==> src/rtl/sec74_pkg.sv <==
package sec74_pkg;
  localparam int INFO_W = 4;
  localparam int CHK_W  = 3;
  localparam int WORD_W = INFO_W + CHK_W;

  typedef logic [INFO_W-1:0] info_t;
  typedef logic [CHK_W-1:0]  syn_t;
  typedef logic [WORD_W-1:0] word_t;

  // Syndrome that names word position p; check bits carry a single one,
  // information bits carry the check sums that cover them.
  function automatic syn_t pos_code(input int p);
    syn_t c;
    c = '0;
    if (p < CHK_W) begin
      c[p] = 1'b1;
    end else begin
      case (p - CHK_W)
        0:       c = 3'b011;
        1:       c = 3'b101;
        2:       c = 3'b110;
        default: c = 3'b111;
      endcase
    end
    return c;
  endfunction

  // Information bits covered by check bit k.
  function automatic info_t cover_mask(input int k);
    info_t m;
    syn_t  c;
    for (int j = 0; j < INFO_W; j++) begin
      c    = pos_code(CHK_W + j);
      m[j] = c[k];
    end
    return m;
  endfunction
endpackage

==> src/rtl/sec74_enc.sv <==
module sec74_enc
  import sec74_pkg::*;
(
  input  info_t data,
  output word_t word
);
  syn_t chk;

  for (genvar k = 0; k < CHK_W; k++) begin : g_chk
    localparam info_t MASK = cover_mask(k);
    assign chk[k] = ^(data & MASK);
  end

  assign word = {data, chk};
endmodule

==> src/rtl/sec74_dec.sv <==
module sec74_dec
  import sec74_pkg::*;
(
  input  word_t rx,
  output info_t data,
  output logic  err,
  output syn_t  syn
);
  info_t rx_info;
  info_t flip;

  assign rx_info = rx[WORD_W-1:CHK_W];

  for (genvar k = 0; k < CHK_W; k++) begin : g_syn
    localparam info_t MASK = cover_mask(k);
    assign syn[k] = rx[k] ^ (^(rx_info & MASK));
  end

  for (genvar j = 0; j < INFO_W; j++) begin : g_fix
    localparam syn_t CODE = pos_code(CHK_W + j);
    assign flip[j] = (syn == CODE);
  end

  assign data = rx_info ^ flip;
  assign err  = |syn;
endmodule

==> src/rtl/sec74_codec.sv <==
module sec74_codec
  import sec74_pkg::*;
#(
  parameter bit REG_OUT = 1'b1
) (
  input  logic                  clk,
  input  logic                  rst,
  input  logic                  enc_vi,
  input  logic [INFO_W-1:0]     enc_data,
  output logic                  enc_vo,
  output logic [WORD_W-1:0]     enc_word,
  input  logic                  dec_vi,
  input  logic [WORD_W-1:0]     dec_word,
  output logic                  dec_vo,
  output logic [INFO_W-1:0]     dec_data,
  output logic                  dec_err,
  output logic [CHK_W-1:0]      dec_syn
);
  word_t enc_w;
  info_t dec_d;
  logic  dec_e;
  syn_t  dec_s;

  sec74_enc u_enc (
    .data (enc_data),
    .word (enc_w)
  );

  sec74_dec u_dec (
    .rx   (dec_word),
    .data (dec_d),
    .err  (dec_e),
    .syn  (dec_s)
  );

  if (REG_OUT) begin : g_reg
    always_ff @(posedge clk) begin
      if (rst) begin
        enc_vo   <= 1'b0;
        enc_word <= '0;
      end else begin
        enc_vo <= enc_vi;
        if (enc_vi) enc_word <= enc_w;
      end
    end

    always_ff @(posedge clk) begin
      if (rst) begin
        dec_vo   <= 1'b0;
        dec_data <= '0;
        dec_err  <= 1'b0;
        dec_syn  <= '0;
      end else begin
        dec_vo <= dec_vi;
        if (dec_vi) begin
          dec_data <= dec_d;
          dec_err  <= dec_e;
          dec_syn  <= dec_s;
        end
      end
    end
  end else begin : g_comb
    assign enc_vo   = enc_vi;
    assign enc_word = enc_w;
    assign dec_vo   = dec_vi;
    assign dec_data = dec_d;
    assign dec_err  = dec_e;
    assign dec_syn  = dec_s;
  end
endmodule

==> config.mk <==
export PLATFORM = sky130hd
export DESIGN_NAME = sec74_codec
export DESIGN_NICKNAME = d
export VERILOG_FILES = /design/src/rtl/sec74_pkg.sv /design/src/rtl/sec74_enc.sv /design/src/rtl/sec74_dec.sv /design/src/rtl/sec74_codec.sv
export SDC_FILE = /design/constraint.sdc
export NUM_CORES = 1
export LEC_CHECK = 0
export ABC_AREA = 1
export BUFFER_PORTS_ARGS = -buffer_cell sky130_fd_sc_hd__buf_2
export CORE_MARGIN = 2
export CORE_UTILIZATION = 53
export CTS_CLUSTER_DIAMETER = 40
export DETAILED_ROUTE_END_ITERATION = 6
export GPL_TIMING_DRIVEN = 0
export PLACE_DENSITY = 0.83
export SLEW_MARGIN = 20
export SYNTH_ARGS = -nofsm -noshare
export SYNTH_HDL_FRONTEND = slang
export SYNTH_SLANG_ARGS = --single-unit
==> constraint.sdc <==
create_clock -name clk -period 1.4 [get_ports clk]
set_input_delay 0 -clock clk [delete_from_list [all_inputs] [get_ports clk]]
set_output_delay 0 -clock clk [all_outputs]
set_load 0.1 [all_outputs]
### Yosys cells after proc, flatten, opt, wreduce, memory -nomap -nowiden

Cells that the tools add are included.

| word-level totals | value |
|---|---|
| bits in registers | 17 |
| output and inout port bits | 17 |

| operators by class | value |
|---|---|
| eq/ne operators | 4 |
| reduce and logical (&&, ||, !) cells | 7 |
| bitwise operators | 4 |

Operators by type and width:

| operator | number |
|---|---|
| $reduce_xor A4 Y1 | 6 |
| $eq A3 B3 Y1 const B | 3 |
| $xor A4 B4 Y4 | 1 |
| $eq A3 B2 Y1 const B | 1 |
| $reduce_or A3 Y1 | 1 |
| $xor A1 B1 Y1 | 3 |

### Longest topological paths before layout

| depth | value |
|---|---|
| depth after elaboration | 4 |
| gate-level depth with buffers | 11 |

### Hierarchy

Synthesis repeated with hierarchy kept, for this count alone.

| second synthesis, totals | value |
|---|---|
| cells, all modules | 191 |
| area total of the unflattened synthesis | 1,109.8 sq um |

By module, submodules not included:

| module | cells an instance | area each (sq um) | seq. area each (sq um) | instances |
|---|---|---|---|---|
| sec74_codec | 101 | 696.9 | 340.3 | 1 |
| sec74_dec | 66 | 296.5 | 0.0 | 1 |
| sec74_enc | 24 | 116.4 | 0.0 | 1 |

### Worst setup path after synthesis

No wires, ideal clock.

| timing | value |
|---|---|
| kind | flip-flop to flip-flop |
| from | reg, netlist name enc_word[0] |
| to | reg enc_word[0] |
| clock period less this slack | 1.307 ns |
| setup time | 0.056 ns |
| path buffers | 0 |
| path slack | 0.093 ns |
| arrival time | 1.250 ns |
| required time | 1.344 ns |
| stages on the path, launching flop included | 5 |
| cell sequence | dfxtp_1 -> nand2_1 -> o211ai_1 -> nand2_1 -> inv_1 |

RTL lines:

| what | line | RTL |
|---|---|---|
| end signal: assignment | sec74_codec.sv:43 | `if (enc_vi) enc_word <= enc_w;` |
| end: declaration | sec74_codec.sv:11 | `output logic [WORD_W-1:0] enc_word,` |

### Worst setup path after layout

| timing | value |
|---|---|
| from | in enc_data[2] |
| to | reg enc_word[1] |

| on the way | value |
|---|---|
| cells in the longest elaborated chain, start to end | 1 |

RTL lines:

| what | line | RTL |
|---|---|---|
| start: declaration | sec74_codec.sv:9 | `input logic [INFO_W-1:0] enc_data,` |
| $reduce_xor A4 Y1 | sec74_enc.sv:11 | `assign chk[k] = ^(data & MASK);` |

No other way between the ends.
A chain may end at the register's enable or synchronous reset.

==> metrics.yaml <==
outcome: "complete, no violations"
crit_path_max_incr_delay_ns: 0.55
yosys.cell_types.count: 21
avgViaCountPerCell: 4.762
start_kind: "input port"
leakage_uw: 0.0007238
worstSetupEndpointType: "flip-flop"
drcViolationCount: 0
grt_usage_pct: 21.89
cts_tree: "built"
worst_clock_skew_ns: 0
initial_core_util_pct: 57.35
crit_chain: "dlygate4sd3_1 -> buf_2 -> xnor2_1 -> xor2_1 -> o21ai_0 -> inv_1"
finalSetupViolCount: 0
finalHoldViolations: 0
syn_area_um2: 1001
insertion_delay_ns: 0.28
vias: 1000
dp.final_hpwl_um: 1607
hp-class: "in -> reg"
critical_path_class: "in -> reg"
routabilityCongestion: 0.8064
hold_buffers: 4
vdd_drop_max_mv: 0.7199
crit_fanout: 2
critical-path-slowest-cell: "dlygate4sd3_1"
fin_crit_sh_pct: 77.08
die_area_um2: 2252
setup_ws_ns: 0.3209
ys_warn_count: 0
dp_slack_ns: 0.4011
required_ns: 1.58
grt_pass1_wl_um: 3553
final_nets: 201
grt_max_degree: 11
antenna_found_initial: 0
synth_fp_nets: 163
core_um2: 1745
final_util_pct: 71.33
cts_buffer_depth: 2
path_clk_slew_ns: 0.10
cts_max_level: 1
worstPathArrival_ns: 1.26
synthCells: 148
post_drt_wl_per_cell_um: 10.21
final.min_clock_period_ns: 1.079
drive_gt1_share_pct: 30.81
ant_nets: 0
die_y_um: 47.46
port-buffer-count: 29
grt-ovfl-total: 0
rsz0062_at_grt: "false"
hold_ws_ns: 0.01078
area_growth_syn_to_layout_pct: 24.37
max_slew_margin_pct: 67.25
postCtsSetupBuffers: 0
ys_seq_elements: 17
final-seq-area_um2: 340.3
r2r_slack_ns: 0.73
clock-sinks: 17
fp-row-count: 15
pin_count: 32
cts-buffers-inserted: 3
max_cap_viol_count: 0
die_w_um: 47.46
antenna_cells: 0
drt-initial-drc-count: 25
ctsResizeCount: 0
slew_viol_final: 0
fillers: 152
drt-total-wl_um: 2145
tightest_slew_ns: 0.4947
power.density_nw_per_um2: 1084
fin_setup_tns_ns: 0
multiInputGateArea_um2: 528.0
avgSynthCellArea_um2: 6.763
max_clock_freq_ghz: 0.9267
cts_root_buf: "clkbuf_4"
first_pass_iters: 4
grt_pass1_vias: 882
ys_seq_area_share_pct: 34.00
[through the flow]
| stage | power [µW] | cell area (µm²) | cells |
|---|---|---|---|
| after global placement | 1088 | 1177 | 202 |
| final | 1350 | 1245 | 210 |
| after CTS | 1361 | 1245 | 210 |
| after detailed placement | 1099 | 1177 | 202 |
| after floorplan | 1001 | 1001 | 148 |
| after global routing | 1426 | 1245 | 210 |
[placed cells by master, fill, tap and decap left out, drive strengths merged, types with 7 or more instances in the layout]
master / n
nor2: 23
nand2: 46
dfxtp: 17
buf: 31
inv: 26
nand3: 9
o21ai: 7
[where the power goes]
| part | internal, µW | switching (µW) |
|---|---|---|
| logic | 126 | 438 |
| clock network | 106 | 143 |
| registers | 520 | 16.8 |
[sequential cells by signal, indices dropped and copies added, names as in the netlist]
name and count:
enc_vo 1, dec_vo 1, dec_syn 3, dec_data 4, dec_err 1, enc_word 7
[metal layers]
metal	part of all wire, %	routed length (µm)	GRT usage, %	vias up
met4	0.65	14	3.889	0
li1	-	-	-	526
met3	6.1	131	5.660	4
met2	48	1028	38.11	34
met1	45	969	27.48	436
met5	0	0	0	-
[area by class of cell]
type                       instances  share of cell area, %
buffer                             3                  2.412
inverter                          27                  8.241
tap                               25                  2.513
timing repair buffer              33                  14.87
sequential                        17                  27.34
clock buffer                       3                  1.809
multi-input combinational        101                  42.41
clock inverter                     1                 0.4020
[cell usage after synthesis]
cell type  instances  area, µm²
clkinv_2           1      5.000
nand2_2            7      43.79
clkbuf_8           1      13.76
inv_1             21      78.83
nand2_4            5      56.30
nand2_1           34      127.6
inv_2              5      18.77
dfxtp_1           17      340.3
nor2_1            21      78.83
nor2_4             2      22.52
o21ai_0            7      35.03
o211ai_1           4      30.03
xor2_1             2      17.52
buf_6              1      11.26
xnor2_1            3      26.28
nand4_1            4      25.02
nand3_1            8      40.04
a21oi_1            2      10.01
nand3_2            1      10.01
nor3_1             1      5.000
buf_2              1      5.000
[cell families after synthesis]
logic type | synth area share, %
AOI/OAI and AO/OA | 7.500
buffers and inverters | 13.25
DFF | 34.00
xor gates and xnor gates | 4.376
and+or+nand+nor | 40.87
[path summary, 6_finish.rpt]
check | depth (start not counted) | startpoint | end
setup / recovery | 6 | enc_data[2] | enc_word[1]
hold / removal | 2 | enc_vi | enc_word[4]
setup reg to reg | 4 | enc_word[2] | enc_word[2]
hold reg to reg | 2 | dec_syn[0] | dec_syn[0]
[worst max-delay path: cells and delay by family]
kind	cells	cell delay, ns
buffers and inverters	3	0.74
XOR/XNOR	2	0.37
AO/OA/AOI/OAI	1	0.15
Power figures use the tool's default switching activity.
